File: src/rtl/brg_pwr_pkg.sv
package brg_pwr_pkg;

    typedef enum logic [1:0] {
        PS_D0    = 2'b00,
        PS_D1    = 2'b01,
        PS_D2    = 2'b10,
        PS_D3HOT = 2'b11
    } pstate_e;

    function automatic logic is_sleep(input pstate_e st);
        return st == PS_D3HOT;
    endfunction

endpackage

File: src/rtl/brg_rst_sync.sv
module brg_rst_sync #(
    parameter int STAGES = 2
) (
    input  logic clk_i,
    input  logic arst_ni,
    output logic rst_no
);
    logic [STAGES-1:0] sync_d, sync_q;

    generate
        if (STAGES == 1) begin : g_one
            always_comb sync_d = 1'b1;
        end else begin : g_many
            always_comb sync_d = {sync_q[STAGES-2:0], 1'b1};
        end
    endgenerate

    always_ff @(posedge clk_i or negedge arst_ni) begin
        if (!arst_ni) sync_q <= '0;
        else          sync_q <= sync_d;
    end

    assign rst_no = sync_q[STAGES-1];
endmodule

File: src/rtl/brg_holdoff.sv
module brg_holdoff #(
    parameter int HOLDOFF = 16
) (
    input  logic clk_i,
    input  logic rst_ni,
    output logic ready_o
);
    localparam int CW = $clog2(HOLDOFF + 1);
    localparam logic [CW-1:0] LIMIT = CW'(HOLDOFF);

    logic [CW-1:0] cnt_d, cnt_q;

    always_comb begin
        cnt_d = cnt_q;
        if (cnt_q != LIMIT) cnt_d = cnt_q + 1'b1;
    end

    always_ff @(posedge clk_i or negedge rst_ni) begin
        if (!rst_ni) cnt_q <= '0;
        else         cnt_q <= cnt_d;
    end

    assign ready_o = (cnt_q == LIMIT);
endmodule

File: src/rtl/brg_pstate_fsm.sv
module brg_pstate_fsm
    import brg_pwr_pkg::*;
#(
    parameter int WAKE_LEN = 4
) (
    input  logic       clk_i,
    input  logic       rst_ni,
    input  logic       ready_i,
    input  logic       wr_i,
    input  logic [1:0] wdata_i,
    output pstate_e    pstate_o,
    output logic       wake_rst_o
);
    localparam int WW = $clog2(WAKE_LEN + 1);
    localparam logic [WW-1:0] WLEN = WW'(WAKE_LEN);

    typedef struct packed {
        pstate_e       st;
        logic [WW-1:0] wcnt;
    } fsm_t;

    fsm_t fsm_d, fsm_q;
    pstate_e req;
    logic    accept;

    always_comb begin
        fsm_d  = fsm_q;
        req    = pstate_e'(wdata_i);
        accept = wr_i && ready_i && (fsm_q.wcnt == '0);
        if (fsm_q.wcnt != '0) fsm_d.wcnt = fsm_q.wcnt - 1'b1;
        if (accept) begin
            unique case (fsm_q.st)
                PS_D0: begin
                    if (req == PS_D3HOT) fsm_d.st = PS_D3HOT;
                end
                PS_D3HOT: begin
                    if (req == PS_D0) begin
                        fsm_d.st   = PS_D0;
                        fsm_d.wcnt = WLEN;
                    end
                end
                default: fsm_d.st = PS_D0;
            endcase
        end
    end

    always_ff @(posedge clk_i or negedge rst_ni) begin
        if (!rst_ni) fsm_q <= '{st: PS_D0, wcnt: '0};
        else         fsm_q <= fsm_d;
    end

    assign pstate_o   = fsm_q.st;
    assign wake_rst_o = (fsm_q.wcnt != '0);
endmodule

File: src/rtl/brg_sclk_gate.sv
module brg_sclk_gate (
    input  logic clk_i,
    input  logic rst_ni,
    input  logic run_i,
    input  logic phase_low_i,
    output logic en_o
);
    logic en_d, en_q;

    always_comb begin
        en_d = en_q;
        if (phase_low_i) en_d = run_i;
    end

    always_ff @(posedge clk_i or negedge rst_ni) begin
        if (!rst_ni) en_q <= 1'b1;
        else         en_q <= en_d;
    end

    assign en_o = en_q;
endmodule

File: src/rtl/brg_pwr_rst_ctrl.sv
module brg_pwr_rst_ctrl
    import brg_pwr_pkg::*;
#(
    parameter int NUM_SEC_CLK = 2,
    parameter int SYNC_STAGES = 2,
    parameter int HOLDOFF     = 16,
    parameter int WAKE_LEN    = 4
) (
    input  logic                   clk_i,
    input  logic                   prst_ni,
    input  logic                   clk_stop_en_i,
    input  logic [NUM_SEC_CLK-1:0] sec_clk_lo_i,
    input  logic                   cfg_wr_i,
    input  logic [1:0]             cfg_wdata_i,
    output logic [1:0]             pstate_o,
    output logic [NUM_SEC_CLK-1:0] sec_clk_en_o,
    output logic                   bus_oe_o,
    output logic                   sec_bus_rst_o,
    output logic                   int_rst_o,
    output logic                   cfg_ready_o
);
    logic    rst_n;
    logic    ready;
    logic    wake;
    logic    run;
    pstate_e st;

    brg_rst_sync #(.STAGES(SYNC_STAGES)) u_sync (
        .clk_i   (clk_i),
        .arst_ni (prst_ni),
        .rst_no  (rst_n)
    );

    brg_holdoff #(.HOLDOFF(HOLDOFF)) u_hold (
        .clk_i   (clk_i),
        .rst_ni  (rst_n),
        .ready_o (ready)
    );

    brg_pstate_fsm #(.WAKE_LEN(WAKE_LEN)) u_fsm (
        .clk_i      (clk_i),
        .rst_ni     (rst_n),
        .ready_i    (ready),
        .wr_i       (cfg_wr_i),
        .wdata_i    (cfg_wdata_i),
        .pstate_o   (st),
        .wake_rst_o (wake)
    );

    assign run = !(is_sleep(st) && clk_stop_en_i);

    for (genvar i = 0; i < NUM_SEC_CLK; i++) begin : g_gate
        brg_sclk_gate u_gate (
            .clk_i       (clk_i),
            .rst_ni      (rst_n),
            .run_i       (run),
            .phase_low_i (sec_clk_lo_i[i]),
            .en_o        (sec_clk_en_o[i])
        );
    end

    assign pstate_o      = st;
    assign bus_oe_o      = rst_n;
    assign sec_bus_rst_o = !rst_n;
    assign int_rst_o     = wake;
    assign cfg_ready_o   = ready;
endmodule

File: config.mk
export PLATFORM = sky130hd
export DESIGN_NAME = brg_pwr_rst_ctrl
export DESIGN_NICKNAME = d
export VERILOG_FILES = /design/src/rtl/brg_pwr_pkg.sv /design/src/rtl/brg_rst_sync.sv /design/src/rtl/brg_holdoff.sv /design/src/rtl/brg_pstate_fsm.sv /design/src/rtl/brg_sclk_gate.sv /design/src/rtl/brg_pwr_rst_ctrl.sv
export SDC_FILE = /design/constraint.sdc
export NUM_CORES = 1
export LEC_CHECK = 0
export BUFFER_PORTS_ARGS = -buffer_cell sky130_fd_sc_hd__buf_2
export CAP_MARGIN = 15
export CORE_MARGIN = 10
export CORE_UTILIZATION = 40
export DETAILED_ROUTE_END_ITERATION = 7
export PLACE_DENSITY = 0.65
export SLEW_MARGIN = 20
export SYNTH_ARGS = -nofsm -noshare
export SYNTH_HDL_FRONTEND = slang
export SYNTH_SLANG_ARGS = --single-unit
export TNS_END_PERCENT = 5
File: constraint.sdc
create_clock -name clk_i -period 1.1 [get_ports clk_i]
set_clock_uncertainty 0.2 [all_clocks]
set_input_delay 0 -clock clk_i [delete_from_list [all_inputs] [get_ports clk_i]]
set_output_delay 0 -clock clk_i [all_outputs]
set_load 0.05 [all_outputs]
==> results of run 1 <==
-- registers in the layout, summed over array words and instances (netlist names) --
signal              flops
u_sync.sync_q           2
u_fsm.pstate_o          1
u_fsm.fsm_q             3
u_hold.cnt_q            5
g_gate.u_gate.en_o      2
-- layout make-up --
| type | count | area, um2 |
|---|---|---|
| Fill cell | 110 | 420 |
| Timing Repair Buffer | 42 | 379 |
| Sequential cell | 13 | 328 |
| Multi-Input combinational cell | 32 | 319 |
| Inverter | 8 | 30.0 |
| Clock buffer | 3 | 22.5 |
| Tap cell | 16 | 20.0 |
| Clock inverter | 1 | 5.00 |
-- report_power, final --
| group | total [mW] | leakage (nW) | switching [mW] | internal (mW) |
|---|---|---|---|---|
| sequential | 0.611 | 0.158 | 0.0544 | 0.556 |
| clock | 0.305 | 0.0177 | 0.170 | 0.135 |
| combinational | 0.891 | 0.337 | 0.390 | 0.501 |
-- routing by layer --
layer	wire [um]	part of all wire, %	GRT usage (%)	up-vias
li1	-	-	-	270
met1	578	37	8.02	255
met2	851	54	16.6	12
met3	101	6.4	2.71	4
met4	36	2.3	6.73	0
met5	0	0	0	-
-- critical path, stage by stage (launching register included) --
cell and delay (ns):
dfrtp_1 0.38, inv_1 0.06, ha_1 0.14, and4bb_4 0.32, buf_8 0.17
-- stage by stage --
stage                     util [%]  cells  worst slack (ns)
after floorplan                  -     58            -0.493
after global placement        53.9     99            -0.445
after detailed placement      53.9     99            -0.485
after CTS                     70.9    115            -0.456
after global routing          72.4    115            -0.487
final                         72.4    115            -0.441
-- Yosys cell counts (all sizes together) --
master,number
or2,1
dfstp,2
and4bb,1
inv,8
nand2,2
conb,1
a2bb2oi,1
nand4,1
a311oi,1
a31oi,2
xnor2,4
ha,4
mux2,1
nor2,3
a41oi,1
buf,5
and2,1
o22ai,1
a21oi,1
dfrtp,11
nor4bb,1
nor2b,2
o21ai,1
nand3,2
-- worst max-delay path by stage --
stage	slack, ns	startpoint	endpoint	cells after the start
after floorplan	-0.49	u_hold.cnt_q[0]	u_hold.cnt_q[1]	5
after global placement	-0.44	u_hold.cnt_q[0]	u_hold.cnt_q[1]	4
after global routing	-0.49	u_hold.cnt_q[0]	cfg_ready_o	4
after detailed placement	-0.49	u_hold.cnt_q[1]	u_hold.cnt_q[1]	4
after CTS	-0.46	u_hold.cnt_q[0]	cfg_ready_o	4
final	-0.44	u_hold.cnt_q[0]	cfg_ready_o	4
-- kinds of logic (layout without fill, tap and decap cells) --
kind of cell,Yosys count,in the layout,synth area share (%)
compound gates,8,8,10.6
xor+xnor,4,4,5.38
fa+ha+maj,4,4,7.69
buf+inv,13,54,11.0
flops,13,13,50.4
mux,1,1,1.73
other cells,1,1,0.576
simple gates,14,14,12.7
-- what timing repair did --
item	4_1_cts	5_1_grt
buffers inserted	4	0
hold buffers	8	0
pin swaps	4	0
resized for setup	33	5
endpoints found under the setup margin	16	17
hold endpoints to repair	7	0
==> results.sh, run 1 <==
export IMPL_start_kind="flip-flop"
export IMPL_netlist_area_leader_share_pct=42.3
export IMPL_synth_top_cell_by_area="dfrtp_1"
export IMPL_final_area_mm2=0.00110
export IMPL_syn_inst=58
export IMPL_grt_pass1_vias=570
export IMPL_clkTransAtPathRegs_ns=0.09
export IMPL_die_height_um=60.3
export IMPL_hold_ws_ns=0.0659
export IMPL_place_gp_congestion=0.729
export IMPL_cts_tree="done"
export IMPL_outcome="finished with violations"
export IMPL_min_path_type="reg -> async"
export IMPL_wl_per_cell_um=13.6
export IMPL_layout_common_cells="buf_4, dfrtp_1, dlygate4sd3_1"
export IMPL_hold_viol=0
export IMPL_ys_warn_count=0
export IMPL_ant_nets=0
export IMPL_timing_fmax_mhz=649
export IMPL_grt_max_degree=12
export IMPL_critPathArrivalTime_ns=1.34
export IMPL_synth_area_leaders="dfrtp_1, dfstp_2, ha_1"
export IMPL_cp_max_fo=8
export IMPL_drt_initial_drc_count=6
export IMPL_r2r_start="u_hold.cnt_q[0]"
export IMPL_ios=16
export IMPL_final_common_cell="buf_4"
export IMPL_period_share_pct=140
export IMPL_setup_slack_ns=-0.441
export IMPL_setup_viol=16
export IMPL_cts_sinks=13
export IMPL_cts_htree_levels=1
export IMPL_cts_made_buffers=3
export IMPL_grt_util_all_layers_pct=9.01
export IMPL_drv_cap=0
export IMPL_ys_ff_latch=13
export IMPL_vias=541
export IMPL_ys_types=25
export IMPL_drc_errors=0
export IMPL_r2r_cells=4
export IMPL_diodes=0
export IMPL_cp_required_ns=0.90
export IMPL_slew_viol_final=0
export IMPL_insertion_delay_ns=0.28
export IMPL_drive_gt1_share_pct=56.6
export IMPL_rows=14
export IMPL_design_die_area_mm2=0.00364
export IMPL_synthesis_area_um2=651
export IMPL_place_hpwl_um=1030
export IMPL_r2r_end="u_hold.cnt_q[1]"
export IMPL_nets=112
export IMPL_violations="negative setup slack"
export IMPL_initial_core_util_pct=42.7
export IMPL_synth_nets=70
export IMPL_min_period_ns=1.54
export IMPL_syn_to_final_growth_pct=69.6
export IMPL_grt_pass1_wl_um=2420
export IMPL_p_leak_nw=0.513
export IMPL_peakVddDrop_uv=880
export IMPL_synth_seq_area_share_pct=50.4
export IMPL_finalSetupTns_ns=-3.79
export IMPL_core_area_mm2=0.00152
export IMPL_rsz0062_at_grt="yes"
export IMPL_port_buffers=15
export IMPL_syn_area_per_cell_um2=11.2
export IMPL_die_x_um=60.3
export IMPL_cp_end_kind="output port"
export IMPL_total_power_mw=1.81
export IMPL_clockBufferDepth=2
export IMPL_antenna_found_initial=0
export IMPL_gr_total_overflow=0
export IMPL_rrSetupSlack_ns=-0.42
export IMPL_crit_type="reg -> out"
export IMPL_clockRootBuffer="clkbuf_4"
export IMPL_vias_per_cell=4.70
export IMPL_placed_area_um2=821
export IMPL_pwr_density_cell_mw_per_mm2=1640
export IMPL_wl_um=1570
export IMPL_first_pass_iters=2
(Power assumes the default switching activity.)
==> run 2: changes to the inputs <==
--- a/config.mk
+++ b/config.mk
@@ -9,8 +9,8 @@
 export CAP_MARGIN = 15
 export CORE_MARGIN = 10
 export CORE_UTILIZATION = 40
+export CTS_BUF_LIST = sky130_fd_sc_hd__clkbuf_4 sky130_fd_sc_hd__clkbuf_8
 export DETAILED_ROUTE_END_ITERATION = 7
-export PLACE_DENSITY = 0.65
 export SLEW_MARGIN = 20
 export SYNTH_ARGS = -nofsm -noshare
 export SYNTH_HDL_FRONTEND = slang
==> constraint.sdc (replaced) <==
create_clock -name clk_i -period 1.7 [get_ports clk_i]
set_clock_uncertainty 0.2 [all_clocks]
set_input_delay 0 -clock clk_i [delete_from_list [all_inputs] [get_ports clk_i]]
set_output_delay 0 -clock clk_i [all_outputs]
set_load 0.05 [all_outputs]
==> run 2 against run 1 <==
  * The run now ends clean
  * Routed wire length is 14% lower
  * Critical endpoint is now int_rst_o
  * Global-route usage down 0.88 points
  * Core utilization fell by 14 points
  * Sequential cell count stayed put
  * Register-to-register slack improved by 0.51 ns
  * Die area stayed put
  * First-iteration DRC count increased by 50%
  * Hold slack worse by 0.057 ns
  * Critical path depth grew 2
  * Final area is 19% lower
  * Clock-buffer cell count is 1 higher
  * Cell count fell by 10%
==> results.sh, run 2 (synthesis results as in run 1) <==
export IMPL_outcome="complete, no violations"
export IMPL_gr_usage_met1_pct=8.27
export IMPL_insertion_delay_ns=0.28
export IMPL_max_stage_delay_ns=0.40
export IMPL_hold_viol=0
export IMPL_drive_gt1_share_pct=41.4
export IMPL_period_share_pct=95.8
export IMPL_rrSetupSlack_ns=0.09
export IMPL_met2_usage_pct=13.2
export IMPL_initial_core_util_pct=42.7
export IMPL_wl_per_cell_um=13.1
export IMPL_r2r_end="u_fsm.fsm_q[2]"
export IMPL_placed_area_um2=727
export IMPL_final_util_pct=58.7
export IMPL_r2r_start="u_hold.cnt_q[1]"
export IMPL_vias_per_cell=4.73
export IMPL_drc_errors=0
export IMPL_antenna_found_initial=0
export IMPL_final_common_cell="buf_2"
export IMPL_use_met3_pct=2.71
export IMPL_critPathArrivalTime_ns=1.43
export IMPL_crit_type="reg -> out"
export IMPL_final_area_um2=895
export IMPL_rsz0062_at_grt="no"
export IMPL_peakVddDrop_uv=713
export IMPL_cp_max_fo=6
export IMPL_min_path_type="reg -> async"
export IMPL_finalSetupTns_ns=0
export IMPL_first_pass_iters=4
export IMPL_cp_slowest_cell="dfrtp_1"
export IMPL_cp_cell_sequence="inv_2 -> ha_4 -> nor2b_4 -> buf_4 -> inv_1 -> buf_4"
export IMPL_slew_viol_final=0
export IMPL_pwr_density_cell_mw_per_mm2=1100
export IMPL_nets=100
export IMPL_gr_total_overflow=0
export IMPL_grt_max_degree=12
export IMPL_grt_pass1_vias=536
export IMPL_core_area_mm2=0.00152
export IMPL_hold_ws_ns=0.00874
export IMPL_layout_common_cells="buf_2, dfrtp_1, dlygate4sd3_1"
export IMPL_grt_util_all_layers_pct=8.13
export IMPL_drt_initial_drc_count=9
export IMPL_cts_htree_levels=1
export IMPL_port_buffers=15
export IMPL_reg_largest_list="u_hold.cnt_q (5), u_fsm.fsm_q (3)"
export IMPL_cts_tree="done"
export IMPL_clkTransAtPathRegs_ns=0.08
export IMPL_clockBufferDepth=2
export IMPL_design_die_area_mm2=0.00364
export IMPL_diodes=0
export IMPL_setup_viol=0
export IMPL_p_leak_nw=0.407
export IMPL_crit_top_cell="buf_4"
export IMPL_rows=14
export IMPL_ant_nets=0
export IMPL_min_period_ns=1.63
export IMPL_syn_to_final_growth_pct=37.5
export IMPL_drv_cap=0
export IMPL_cts_made_buffers=3
export IMPL_clockRootBuffer="clkbuf_4"
export IMPL_place_gp_congestion=0.713
export IMPL_wl_um=1350
export IMPL_vias=487
export IMPL_die_x_um=60.3
export IMPL_grt_pass1_wl_um=2220
export IMPL_start_kind="flip-flop"
export IMPL_grt_busiest_layer="met2"
export IMPL_timing_fmax_mhz=614
export IMPL_ios=16
export IMPL_r2r_cells=6
export IMPL_top_register="u_hold.cnt_q"
export IMPL_die_height_um=60.3
export IMPL_cts_sinks=13
export IMPL_largest_reg_flops=5
export IMPL_cp_end_kind="output port"
export IMPL_place_hpwl_um=947
export IMPL_cp_required_ns=1.50
[run 2: worst max-delay path by stage]
stage	startpoint	end	slack (ns)	cells after the start
2_1_floorplan	u_hold.cnt_q[0]	u_hold.cnt_q[1]	0.08	5
3_3_place_gp	u_hold.cnt_q[0]	u_hold.cnt_q[1]	0.12	4
3_5_place_dp	u_hold.cnt_q[0]	u_hold.cnt_q[1]	0.09	4
4_1_cts	u_fsm.fsm_q[0]	int_rst_o	0.01	6
5_1_grt	u_hold.cnt_q[1]	u_fsm.fsm_q[2]	0.009	6
6_report	u_fsm.fsm_q[0]	int_rst_o	0.07	6
[run 2: repair_timing]
action,in CTS,in global routing
gates resized for setup,5,4
hold buffers,9,0
pin swaps,0,1
endpoints found under the hold margin,5,0
buffers inserted,2,1
endpoints found under the setup margin,2,3
cloned,0,0
[run 2: layout make-up]
class / instances / area [um2]
well taps: 16 / 20.0
inverters: 8 / 30.0
multi-input cells: 32 / 272
clock buffers: 4 / 30.0
flip-flops and latches: 13 / 328
repair buffers: 30 / 215
fillers: 129 / 629
[run 2: metal layers]
| layer | routed length (um) | vias to the layer above |
|---|---|---|
| li1 | - | 245 |
| met4 | 44 | 0 |
| met1 | 578 | 220 |
| met2 | 633 | 16 |
| met3 | 93 | 6 |
| met5 | 0 | - |
[run 2: worst max-delay path: cells and delay by family (launching register included)]
kind                     cells  cell delay [ns]
buffers and inverters        4             0.45
flip-flops                   1             0.40
AND/OR/NAND/NOR              1             0.16
adder cells (fa/ha/maj)      1             0.13
[run 2: report_power, final]
group | total, mW | internal, mW | switching, mW
clock network | 0.207 | 0.107 | 0.0999
logic | 0.374 | 0.166 | 0.209
registers | 0.403 | 0.360 | 0.0433
[run 2: per-stage QoR]
step	power [mW]	instances	setup slack [ns]
2_1_floorplan	0.633	58	0.0751
3_3_place_gp	0.699	87	0.120
3_5_place_dp	0.705	87	0.0884
4_1_cts	0.962	102	0.0102
5_1_grt	1.05	103	0.00909
6_report	0.984	103	0.0721
